`src/rtl/adc_bus_pkg.sv`:
```
package adc_bus_pkg;

  typedef enum logic [3:0] {
    CMD_RESET    = 4'h0,
    CMD_FULLCAL  = 4'h1,
    CMD_AUTOZERO = 4'h2,
    CMD_START    = 4'h3,
    CMD_STANDBY  = 4'h4
  } cmdCode_t;

  typedef struct packed {
    logic [3:0] cmd;
    logic       wide;
    logic       syncMode;
    logic [1:0] acqSel;
  } cfgWord_t;

  typedef enum logic [2:0] {
    ST_STANDBY,
    ST_IDLE,
    ST_CAL,
    ST_ACQ,
    ST_CONV
  } ifState_t;

  typedef struct packed {
    logic loadResult;
    logic selHigh;
    logic wideMode;
  } dpCtl_t;

endpackage

```
`src/rtl/adc_bus_datapath.sv`:
```
module adc_bus_datapath
  import adc_bus_pkg::*;
#(
  parameter int unsigned RES_W  = 13,
  parameter int unsigned BYTE_W = 8,
  parameter int unsigned SYNC_STAGES = 2
) (
  input  logic             clk,
  input  logic             rstN,
  input  logic             csN,
  input  logic             rdN,
  input  logic             wrN,
  input  logic [RES_W-1:0] convResult,
  input  dpCtl_t           ctl,
  output logic             rdEdge,
  output logic             wrEdge,
  output logic [RES_W-1:0] busData
);
  localparam int unsigned NSTR  = 2;
  localparam int unsigned DEPTH = SYNC_STAGES + 1;
  localparam int unsigned HI_W  = RES_W - BYTE_W;

  logic [NSTR-1:0] strobeAct;
  logic [NSTR-1:0] strobeEnd;
  logic [RES_W-1:0] resultReg;

  assign strobeAct[0] = ~csN & ~rdN;
  assign strobeAct[1] = ~csN & ~wrN;

  for (genvar g = 0; g < NSTR; g++) begin : g_strobe
    logic [DEPTH-1:0] pipe;
    always_ff @(posedge clk or negedge rstN) begin
      if (!rstN) pipe <= '0;
      else       pipe <= {pipe[DEPTH-2:0], strobeAct[g]};
    end
    // release of an active strobe is the detected edge
    assign strobeEnd[g] = pipe[DEPTH-1] & ~pipe[DEPTH-2];
  end

  assign rdEdge = strobeEnd[0];
  assign wrEdge = strobeEnd[1];

  always_ff @(posedge clk or negedge rstN) begin
    if (!rstN)               resultReg <= '0;
    else if (ctl.loadResult) resultReg <= convResult;
  end

  always_comb begin
    if (ctl.wideMode)     busData = resultReg;
    else if (ctl.selHigh) busData = {{BYTE_W{1'b0}}, resultReg[RES_W-1:BYTE_W]};
    else                  busData = {{HI_W{1'b0}}, resultReg[BYTE_W-1:0]};
  end

endmodule

```
`src/rtl/adc_bus_ctrl_fsm.sv`:
```
module adc_bus_ctrl_fsm
  import adc_bus_pkg::*;
#(
  parameter int unsigned ACQ_T0 = 9,
  parameter int unsigned ACQ_T1 = 15,
  parameter int unsigned ACQ_T2 = 47,
  parameter int unsigned ACQ_T3 = 79
) (
  input  logic       clk,
  input  logic       rstN,
  input  logic       rdEdge,
  input  logic       wrEdge,
  input  logic [7:0] dataIn,
  input  logic       calDone,
  input  logic       convDone,
  output dpCtl_t     ctl,
  output logic       readyN,
  output logic       syncOut,
  output logic       calStart,
  output logic       calFull,
  output logic       convStart
);
  localparam int unsigned ACQ_MAX01 = (ACQ_T0 > ACQ_T1) ? ACQ_T0 : ACQ_T1;
  localparam int unsigned ACQ_MAX23 = (ACQ_T2 > ACQ_T3) ? ACQ_T2 : ACQ_T3;
  localparam int unsigned ACQ_MAX   = (ACQ_MAX01 > ACQ_MAX23) ? ACQ_MAX01 : ACQ_MAX23;
  localparam int unsigned CNT_W     = $clog2(ACQ_MAX + 1);

  ifState_t   state;
  cfgWord_t   cfg;
  cfgWord_t   wrWord;
  logic       bytePtr;
  logic [CNT_W-1:0] acqCnt;
  logic [CNT_W-1:0] acqLoad;
  logic       lastRead;

  assign wrWord = cfgWord_t'(dataIn);

  always_comb begin
    unique case (cfg.acqSel)
      2'd0:    acqLoad = CNT_W'(ACQ_T0 - 1);
      2'd1:    acqLoad = CNT_W'(ACQ_T1 - 1);
      2'd2:    acqLoad = CNT_W'(ACQ_T2 - 1);
      default: acqLoad = CNT_W'(ACQ_T3 - 1);
    endcase
  end

  assign lastRead = cfg.wide | bytePtr;

  always_ff @(posedge clk or negedge rstN) begin
    if (!rstN) begin
      state     <= ST_STANDBY;
      cfg       <= '0;
      bytePtr   <= 1'b0;
      acqCnt    <= '0;
      calStart  <= 1'b0;
      calFull   <= 1'b0;
      convStart <= 1'b0;
    end else begin
      calStart  <= 1'b0;
      convStart <= 1'b0;
      if (wrEdge) begin
        cfg     <= wrWord;
        bytePtr <= 1'b0;
        unique case (wrWord.cmd)
          CMD_RESET: begin
            cfg   <= '0;
            state <= ST_IDLE;
          end
          CMD_FULLCAL, CMD_AUTOZERO: begin
            state    <= ST_CAL;
            calStart <= 1'b1;
            calFull  <= (wrWord.cmd == CMD_FULLCAL);
          end
          CMD_START:   if (state == ST_STANDBY) state <= ST_IDLE;
          CMD_STANDBY: state <= ST_STANDBY;
          default: ;
        endcase
      end else begin
        unique case (state)
          ST_IDLE: if (rdEdge && cfg.cmd == CMD_START) begin
            if (lastRead) begin
              bytePtr <= 1'b0;
              acqCnt  <= acqLoad;
              state   <= ST_ACQ;
            end else begin
              bytePtr <= 1'b1;
            end
          end
          ST_ACQ: begin
            if (acqCnt == '0) begin
              state     <= ST_CONV;
              convStart <= 1'b1;
            end else begin
              acqCnt <= acqCnt - 1'b1;
            end
          end
          ST_CONV: if (convDone) state <= ST_IDLE;
          ST_CAL:  if (calDone)  state <= ST_IDLE;
          default: ;
        endcase
      end
    end
  end

  assign readyN  = (state != ST_IDLE);
  assign syncOut = (state == ST_CONV);

  assign ctl.loadResult = (state == ST_CONV) && convDone && !wrEdge;
  assign ctl.selHigh    = bytePtr;
  assign ctl.wideMode   = cfg.wide;

  // the conversion phase is never reported as ready
  p_sync_busy_r6: assert property (@(posedge clk) disable iff (!rstN)
    syncOut |-> readyN);

  // the converter request coincides with the rise of sync
  p_convstart_sync_r6: assert property (@(posedge clk) disable iff (!rstN)
    convStart |-> syncOut);

  // completion drops both sync and ready
  p_done_clears_r6: assert property (@(posedge clk) disable iff (!rstN)
    (syncOut && convDone && !wrEdge) |=> (!syncOut && !readyN));

  // calibration request only while busy
  p_cal_busy_r3: assert property (@(posedge clk) disable iff (!rstN)
    calStart |-> readyN);

  // calibration completion releases ready
  p_cal_done_r3: assert property (@(posedge clk) disable iff (!rstN)
    (state == ST_CAL && calDone && !wrEdge) |=> !readyN);

  // reset command clears configuration and aborts work
  p_reset_cmd_r11: assert property (@(posedge clk) disable iff (!rstN)
    (wrEdge && dataIn[7:4] == 4'h0) |=> (cfg == '0 && !readyN && !syncOut));

  // acquisition counter stays within the longest setting
  p_cnt_bound_r5: assert property (@(posedge clk) disable iff (!rstN)
    acqCnt <= CNT_W'(ACQ_MAX));

endmodule

```
`src/rtl/adc_bus_ctrl.sv`:
```
module adc_bus_ctrl
  import adc_bus_pkg::*;
#(
  parameter int unsigned RES_W  = 13,
  parameter int unsigned ACQ_T0 = 9,
  parameter int unsigned ACQ_T1 = 15,
  parameter int unsigned ACQ_T2 = 47,
  parameter int unsigned ACQ_T3 = 79
) (
  input  logic             clk,
  input  logic             rstN,
  input  logic             csN,
  input  logic             rdN,
  input  logic             wrN,
  input  logic [7:0]       dataIn,
  output logic [RES_W-1:0] busData,
  output logic             readyN,
  output logic             syncOut,
  output logic             calStart,
  output logic             calFull,
  input  logic             calDone,
  output logic             convStart,
  input  logic             convDone,
  input  logic [RES_W-1:0] convResult
);
  dpCtl_t ctl;
  logic   rdEdge;
  logic   wrEdge;

  adc_bus_datapath #(.RES_W(RES_W), .BYTE_W(8), .SYNC_STAGES(2)) u_dp (
    .clk(clk), .rstN(rstN), .csN(csN), .rdN(rdN), .wrN(wrN),
    .convResult(convResult), .ctl(ctl),
    .rdEdge(rdEdge), .wrEdge(wrEdge), .busData(busData)
  );

  adc_bus_ctrl_fsm #(.ACQ_T0(ACQ_T0), .ACQ_T1(ACQ_T1),
                     .ACQ_T2(ACQ_T2), .ACQ_T3(ACQ_T3)) u_ctl (
    .clk(clk), .rstN(rstN), .rdEdge(rdEdge), .wrEdge(wrEdge),
    .dataIn(dataIn), .calDone(calDone), .convDone(convDone),
    .ctl(ctl), .readyN(readyN), .syncOut(syncOut),
    .calStart(calStart), .calFull(calFull), .convStart(convStart)
  );

endmodule

```
`config.mk`:
```
export PLATFORM = sky130hd
export DESIGN_NAME = adc_bus_ctrl
export DESIGN_NICKNAME = d
export VERILOG_FILES = /design/src/rtl/adc_bus_pkg.sv /design/src/rtl/adc_bus_datapath.sv /design/src/rtl/adc_bus_ctrl_fsm.sv /design/src/rtl/adc_bus_ctrl.sv
export SDC_FILE = /design/constraint.sdc
export NUM_CORES = 1
export LEC_CHECK = 0
export BUFFER_PORTS_ARGS = -buffer_cell sky130_fd_sc_hd__buf_2
export CAP_MARGIN = 20
export CORE_UTILIZATION = 50
export CTS_BUF_LIST = sky130_fd_sc_hd__clkbuf_4 sky130_fd_sc_hd__clkbuf_8
export CTS_CLUSTER_DIAMETER = 50
export DETAILED_ROUTE_END_ITERATION = 8
export GPL_TIMING_DRIVEN = 0
export PLACE_DENSITY = 0.81
export SLEW_MARGIN = 20
export SYNTH_ARGS = -nofsm -noshare
export SYNTH_HDL_FRONTEND = slang
export SYNTH_SLANG_ARGS = --single-unit
```
`constraint.sdc`:
```
create_clock -name clk -period 1.6 [get_ports clk]
set_input_delay 0.32 -clock clk [delete_from_list [all_inputs] [get_ports clk]]
set_output_delay 0.32 -clock clk [all_outputs]
set_load 0.005 [all_outputs]
```
==> reports/metrics.cfg, run 1 <==
[logic_synthesis]
synthTopCellsByCount=40 x dfrtp_1, 19 x mux2_2, 19 x nand2_1, 14 x nor2_1
ys_types=43
synth_edf_count=0
synthCells=183
syn-num-nets=212
ys_seq_area_frac=0.510
ys_seq_elements=40
yosysMostFrequentCell=dfrtp_1
yosysWarnings=0
synth_top_area_frac=0.510
avgSynthCellArea_sq_um=10.7
synth_area_leaders=dfrtp_1 51%, mux2_2 11%, nand2_1 3.6%
async_flop_share=1.00
syn-cell-area_sq_um=1960
synth-main-ff-cell=dfrtp_1
synth_area_leader_cell=dfrtp_1

[worst_setup_path]
cp-end-kind=output pin
cp_cell_sequence=buf_6 > nand2b_4 > mux2_2 > buf_2
cp_slowest_cell=dfrtp_1
crit_buf_inv=2
cp-start-kind=flop
worst-path-max-fanout=7
crit_arrival_ns=1.39
slowest_delay_ns=0.37
critical-path-top-delay-family=flip-flops
critPathKind=reg -> out
cp.required_ns=1.28

[drt]
wl_per_cell_microns=14.2
viasPerCell=5.53
ant_nets=0
drc_errors=0
num_vias=1614
first_iter_violations=77
routed_wl_microns=4160
first_pass_iters=4

[floorplanning]
io-pin-count=46
dieArea_sq_um=4180
die_w_microns=64.7
fp.dieH_microns=64.7
core_area_sq_um=3720
initial_core_util=0.528
row_count=22

[clocking]
insertion_delay_ns=0.29
cts_hold_buffers=0
cts_made_buffers=5
cts_tree=built
clk_pin_slew_worst_paths_ns=0.08
cts.path.max_buffers=2
htree_levels=2
cts_root_buffer=clkbuf_8
clock-sinks=40

[timing]
finalCritPeriodShare=1.07
report.final.slew_viol_count=0
setup_viol=11
final-hold-violation-count=0
clock_skew_ns=0.00490
slew_headroom=0.424
setup_slack_ns=-0.106
tns_ns=-0.819
rsz0062_at_grt=yes
max_freq_mhz=586
period_needed_ns=1.71
worst_pin_slew_ns=0.864

[worst_hold_path]
hold_class=in -> async

[global_route]
antenna_found_initial=0
grt_max_degree=41
grt_usage=0.213
grt_pass1_vias=1502
gr-total-overflow=0
grt_pass1_wl_microns=6730

[placement]
place_ws_ns=-0.212
dp_cells=274
place_hpwl_microns=2760
portBuffers=43
gp_congestion=0.853

[pwr]
p_switching_mw=1.38
ir_drop_mv=0.898
power_density_nw_per_um2=1560
p_int_mw=2.53
pwr-share-seq=0.412
swShare=0.353
total_power_mw=3.92
pwr-share-clk=0.183
combPwrFrac=0.405
p_leak_nw=1.22

[outcome]
violations=setup timing
outcome=finished with violations

[cells_and_area]
syn_to_final_growth_pct=28.0
final_layout_size_suffix_gt1_frac=0.455
nFillCells=322
fin_cells=292
utilization=0.676
diodes=0
final_nets=272

[flow_run]
max_cap_violations=0

## routing by layer
metal  up-vias  wire, microns  GRT usage
met2        71           1900      0.328
li1        763              -          -
met5         -              0          0
met3         7            293     0.0581
met4         0             56     0.0833
met1       773           1910      0.285
## cell families (layout without fill, tap and decap cells)
kind of cell | Yosys count | count (layout) | synth area share
AO/OA/AOI/OAI | 38 | 38 | 0.138
XOR/XNOR | 3 | 3 | 0.0134
multiplexers | 20 | 20 | 0.114
adder cells (fa/ha/maj) | 1 | 1 | 0.00637
buffers and inverters | 11 | 72 | 0.0236
flip-flops | 40 | 40 | 0.510
AND/OR/NAND/NOR | 70 | 70 | 0.194
## path summary, 6_finish.rpt
check                                               from  cells after the start                       end  slack [ns]
min in group clk                                     rdN                      2  u_dp.g_strobe[0].pipe[0]        0.15
max in group asynchronous                           rstN                      1             u_ctl.bytePtr        0.87
worst max-delay path                        u_ctl.ctl[0]                      4                busData[4]       -0.11
worst min-delay path                                rstN                      1            u_ctl.state[2]        0.13
worst max register to register            u_ctl.state[1]                      5            u_ctl.state[1]       -0.09
worst min register to register  u_dp.g_strobe[1].pipe[0]                      0  u_dp.g_strobe[1].pipe[1]        0.36
## state kept, by name, summed over array words and instances (netlist names)
signal and flops:
u_ctl.acqCnt 7, u_ctl.bytePtr 1, u_ctl.calFull 1, u_ctl.calStart 1, u_ctl.cfg 6, u_ctl.convStart 1, u_ctl.ctl 1, u_ctl.state 3
u_dp.g_strobe.pipe 6, u_dp.resultReg 13
## area by class of cell
type,instances,area [sq um],share of cell area
Sequential cell,40,1010,0.400
Multi-Input combinational cell,132,987,0.393
Timing Repair Buffer,54,308,0.122
Clock buffer,6,82.6,0.0329
Tap cell,48,60.1,0.0239
Buffer,6,37.5,0.0149
Inverter,4,17.5,0.00697
Clock inverter,2,15.0,0.00597
## power by group through the flow
stage               Combinational (mW)  Clock [mW]  Sequential, mW
global route                      1.75       0.779            1.65
detailed placement                1.32           0            1.60
CTS                               1.41       0.737            1.60
global placement                  1.30           0            1.59
floorplan                        0.991           0            1.52
finish                            1.58       0.718            1.61
## worst reg2reg max path: cells and delay by family, from the launching register on
family | cells | cell delay, ns
simple gates | 1 | 0.56
flops | 1 | 0.46
compound gates | 3 | 0.39
mux | 1 | 0.20
## timing repair
item                                    in CTS  in global routing
buffers inserted                             3                  9
endpoints found under the setup margin      20                 30
pin swaps                                    1                 11
resized for setup                           12                 22
## metrics by stage
stage | hold WS [ns] | cell area [sq um]
after global placement | 0.333 | 2240
after detailed placement | 0.338 | 2240
final | 0.135 | 2510
after CTS | 0.146 | 2390
after global routing | 0.138 | 2510
after floorplan | 0.0244 | 1960
## cell usage in the layout (no fill, tap or decap), types with 3 or more instances in the layout
cell type	count
a22o_1	5
dfrtp_1	36
o21ai_0	7
a21oi_2	3
o21ai_1	3
nand2_1	19
mux2_2	18
nor2b_1	4
nor3_1	3
a21oi_1	5
clkbuf_8	6
nor2_1	13
a21o_1	4
inv_1	3
nand3_1	5
buf_4	10
buf_2	43
buf_6	3
dfrtp_2	4
and2_1	7
Note: power is estimated with default switching activity, not from simulation.
==> inputs of run 2 (changes only) <==
CORE_ASPECT_RATIO = 1.1   (was unset)
==> run 2 against run 1 <==
The run still ends with setup timing left. Fmax fell by 4.1%. Worst hold slack improved by 0.011 ns. Die area barely moved. Critical path depth did not move. Register-to-register slack barely moved. Largest power group is now combinational cells.
==> reports/metrics.cfg, run 2 (synthesis gave the netlist of run 1 again) <==
[timing]
worst_pin_slew_ns=0.879
tns_ns=-1.28
slew_headroom=0.414
report.final.slew_viol_count=0
setup_slack_ns=-0.179
max_freq_mhz=562
final-hold-violation-count=0
finalCritPeriodShare=1.11
period_needed_ns=1.78
holdWs_ns=0.146
rsz0062_at_grt=yes
setup_viol=15
clock_skew_ns=0.00633

[cells_and_area]
utilization=0.715
final_layout_size_suffix_gt1_frac=0.512
largest_register=u_dp.resultReg
layout_common_cells=43 x buf_2, 34 x dfrtp_1, 18 x mux2_2
syn_to_final_growth_pct=35.1
nFillCells=261
final_nets=278
largest_reg_flops=13
layout_commonest_cell=buf_2
diodes=0
top_regs=u_dp.resultReg: 13 flops, u_ctl.acqCnt: 7 flops
fin_cells=300

[clocking]
clock-sinks=40
cts.path.max_buffers=2
clk_pin_slew_worst_paths_ns=0.08
htree_levels=2
cts_made_buffers=5
cts_tree=built
cts_hold_buffers=0
cts_root_buffer=clkbuf_8
insertion_delay_ns=0.29

[worst_hold_path]
hold_class=in -> async

[worst_setup_path]
crit_arrival_ns=1.46
cp-end-kind=output pin
critPathKind=reg -> out
slowest_delay_ns=0.42
cp_cell_sequence=buf_6 > nand2b_4 > mux2_4 > buf_6
cp-start-kind=flop
r2r_slack_ns=-0.08
cp_slowest_cell=dfrtp_1
worst-path-max-fanout=8
cp.required_ns=1.28
cp_common_cell=buf_6

[global_route]
grt_pass1_vias=1459
gr-total-overflow=0
grt_max_degree=41
grt_usage=0.213
grt_pass1_wl_microns=6440
antenna_found_initial=0

[pwr]
ir_drop_mv=0.997
p_leak_nw=1.27
power_density_nw_per_um2=1610

[drt]
first_pass_iters=4
routed_wl_microns=4690
ant_nets=0
first_iter_violations=110
viasPerCell=5.50
num_vias=1649
wl_per_cell_microns=15.6
drc_errors=0

[floorplanning]
io-pin-count=46
die_w_microns=61.7
row_count=23
initial_core_util=0.529
fp.dieH_microns=67.7
core_area_sq_um=3710
dieArea_sq_um=4180

[placement]
place_hpwl_microns=2830
dp_cells=276
gp_congestion=0.859
portBuffers=43
place_ws_ns=-0.226

[outcome]
outcome=finished with violations
violations=setup timing

[flow_run]
max_cap_violations=0

[run 2: power by group]
part           leakage [nW]  internal (mW)  total (mW)  switching (mW)
clock                0.0448          0.327       0.680           0.353
combinational         0.726           1.06        1.96           0.899
sequential            0.504           1.34        1.62           0.287
total                  1.27           2.73        4.27            1.54
[run 2: layer usage]
layer | vias up | global-route usage | share of wire
li1 | 778 | - | -
met1 | 797 | 0.275 | 0.43
met2 | 65 | 0.337 | 0.51
met3 | 9 | 0.0479 | 0.039
met4 | 0 | 0.0944 | 0.013
met5 | - | 0.0143 | 0
[run 2: what timing repair did]
| item | CTS | global route |
|---|---|---|
| gates resized for setup | 17 | 31 |
| pin swaps | 4 | 14 |
| setup endpoints to repair | 18 | 31 |
| setup buffers | 5 | 13 |
[run 2: path summary, 6_finish.rpt]
| path | startpoint | depth (start not counted) | endpoint |
|---|---|---|---|
| min in group clk | wrN | 2 | u_dp.g_strobe[1].pipe[0] |
| hold reg to reg | u_dp.g_strobe[0].pipe[0] | 0 | u_dp.g_strobe[0].pipe[1] |
| setup / recovery | u_ctl.ctl[0] | 4 | busData[2] |
| setup reg to reg | u_ctl.state[1] | 6 | u_ctl.state[0] |
| hold / removal | rstN | 1 | u_ctl.convStart |
| max in group asynchronous | rstN | 1 | u_ctl.bytePtr |
[run 2: area by class of cell]
| type | instances | area (sq um) | area share |
|---|---|---|---|
| multi-input cells | 132 | 1060 | 0.399 |
| repair buffers | 61 | 377 | 0.142 |
| clock buffers | 6 | 76.3 | 0.0288 |
| clock inverters | 2 | 16.3 | 0.00613 |
| plain buffers | 5 | 36.3 | 0.0137 |
| flip-flops and latches | 40 | 1010 | 0.380 |
| inverters | 4 | 17.5 | 0.00660 |
| well taps | 50 | 62.6 | 0.0236 |
[run 2: critical path: cells and delay by family (launching register included)]
| family | cells | cell delay [ns] |
|---|---|---|
| AND/OR/NAND/NOR | 1 | 0.17 |
| multiplexers | 1 | 0.33 |
| buffers and inverters | 2 | 0.25 |
| flip-flops | 1 | 0.42 |
[run 2: stage by stage]
stage / power [mW] / area, sq um
after global placement: 2.88 / 2240
after detailed placement: 2.94 / 2240
after global routing: 4.50 / 2650
final: 4.27 / 2650
after CTS: 3.80 / 2440
after floorplan: 2.51 / 1960
==> inputs of run 3 (changes only) <==
ABC_AREA = 1   (was unset)
==> run 3 against run 2 <==
The run now ends clean. Critical endpoint is now busData[0]. Largest cell class is now registers. Core utilization decreased by 1.2 points. Clock power increased by 41%. Power decreased by 3.8%. Routed wire length decreased by 5.5%. Count of clock-buffer cells in the layout decreased by 1. Worst setup slack improved by 0.20 ns.
==> reports/metrics.cfg, run 3 <==
[cells_and_area]
fin_area_sq_um=2650
syn_to_final_growth_pct=29.8
nFillCells=292
regArea_sq_um=1000
final_nets=344
layout_commonest_cell=nand2_1
largest_reg_flops=13
layout_common_cells=69 x nand2_1, 43 x buf_2, 39 x dfrtp_1
utilization=0.702
diodes=0
largest_register=u_dp.resultReg
fin_cells=365
final_layout_size_suffix_gt1_frac=0.346
multiInputGateArea_sq_um=965
top_regs=u_dp.resultReg: 13 flops, u_ctl.acqCnt: 7 flops

[worst_setup_path]
setup.worst_path.start=u_ctl.ctl[0]
endpoint=busData[0]
reg2reg_depth=10
r2r_slack_ns=0.06
regToRegEndpoint=u_ctl.acqCnt[5]
worst-path-max-fanout=6
crit_arrival_ns=1.26
critPathKind=reg -> out
cp-end-kind=output pin
cp.required_ns=1.28
timing.rr.start=u_ctl.acqCnt[0]
cp-start-kind=flop

[floorplanning]
die_w_microns=62.9
dieArea_sq_um=4340
initial_core_util=0.541
row_count=23
core_area_sq_um=3770
io-pin-count=46
fp.dieH_microns=69.0

[placement]
gp_congestion=0.858
portBuffers=44
place_area_sq_um=2320
dp_cells=345
place_hpwl_microns=2950
place_ws_ns=-0.278

[drt]
drc_errors=0
viasPerCell=4.97
ant_nets=0
first_pass_iters=4
num_vias=1814
wl_per_cell_microns=12.1
first_iter_violations=122
routed_wl_microns=4430

[logic_synthesis]
synth_area_leaders=dfrtp_1 49%, nand2_1 14%, inv_1 6.1%
synth_area_leader_cell=dfrtp_1
yosysWarnings=0
synth_edf_count=0
ys_seq_elements=40
synthCells=251
ys_types=25
yosysMostFrequentCell=nand2_1
async_flop_share=1.00
syn-num-nets=280
synthTopCellsByCount=76 x nand2_1, 40 x dfrtp_1, 33 x inv_1, 31 x nor2_1, 16 x nand3_1
syn-cell-area_sq_um=2040
ys_seq_area_frac=0.491
synth-main-ff-cell=dfrtp_1
avgSynthCellArea_sq_um=8.13
synth_top_area_frac=0.491

[timing]
rsz0062_at_grt=yes
max_freq_mhz=632
slew_headroom=0.420
final-hold-violation-count=0
report.final.slew_viol_count=0
setup_slack_ns=0.0165
holdWs_ns=0.134
clock_skew_ns=0.00500
worst_pin_slew_ns=0.870
finalCritPeriodShare=0.990
period_needed_ns=1.58
tns_ns=0
setup_viol=0

[clocking]
cts_root_buffer=clkbuf_8
clock-sinks=40
clk_pin_slew_worst_paths_ns=0.08
cts_made_buffers=5
cts_hold_buffers=0
htree_levels=2
cts_tree=built
cts.path.max_buffers=2
insertion_delay_ns=0.30

[pwr]
power_density_nw_per_um2=1550
ir_drop_mv=0.737
total_power_mw=4.10
p_leak_nw=1.45

[worst_hold_path]
hold_class=in -> async

[flow_run]
max_cap_violations=0

[global_route]
grt_pass1_wl_microns=6780
grt_pass1_vias=1599
grt_max_degree=41
gr-total-overflow=0
antenna_found_initial=0
grt_usage=0.209

[outcome]
outcome=completed

-- run 3: layout make-up --
type	instances	share of cell area
Tap cell	50	0.0236
Buffer	3	0.00992
Clock inverter	2	0.0227
Clock buffer	5	0.0260
Inverter	34	0.0496
Sequential cell	40	0.379
Timing Repair Buffer	57	0.125
Multi-Input combinational cell	174	0.364
-- run 3: worst max-delay path, stage by stage, from the launching register on --
cell     delay, ns
dfrtp_2       0.43
nor2_4        0.20
buf_4         0.14
nand2_1       0.04
nand2_1       0.06
buf_2         0.10
-- run 3: worst min-delay path by stage --
stage                                         from                  endpoint  slack, ns
after CTS                                     rstN           u_ctl.acqCnt[4]       0.16
after floorplan                               rstN           u_ctl.acqCnt[0]       0.02
after detailed placement  u_dp.g_strobe[0].pipe[0]  u_dp.g_strobe[0].pipe[1]       0.34
after global placement    u_dp.g_strobe[1].pipe[0]  u_dp.g_strobe[1].pipe[1]       0.33
final                                         rstN           u_ctl.acqCnt[4]       0.13
after global routing                           wrN  u_dp.g_strobe[1].pipe[0]       0.15
-- run 3: layer usage --
layer  GRT usage  wire, microns  vias up
li1            -              -      903
met1       0.243           1880      849
met2       0.355           2230       46
met3      0.0510            175       16
met4       0.128            143        0
met5           0              0        -
-- run 3: logic make-up after synthesis --
| family | count (synthesis) | share of synthesized area |
|---|---|---|
| compound gates | 23 | 0.0607 |
| xor+xnor | 2 | 0.00859 |
| fa+ha+maj | 1 | 0.00613 |
| buf+inv | 38 | 0.0773 |
| flops | 40 | 0.491 |
| mux | 10 | 0.0626 |
| simple gates | 137 | 0.294 |
-- run 3: what timing repair did --
item                       4_1_cts  5_1_grt
setup buffers                    4        9
resized for setup                7       21
pin swaps                        1        4
setup endpoints to repair       13       18
cloned                           0        1
-- run 3: power by group --
part	internal, mW	switching [mW]	total, mW	leakage (nW)
clock	0.614	0.343	0.957	0.0642
sequential	1.28	0.200	1.48	0.504
combinational	0.711	0.959	1.67	0.883
total	2.60	1.50	4.10	1.45
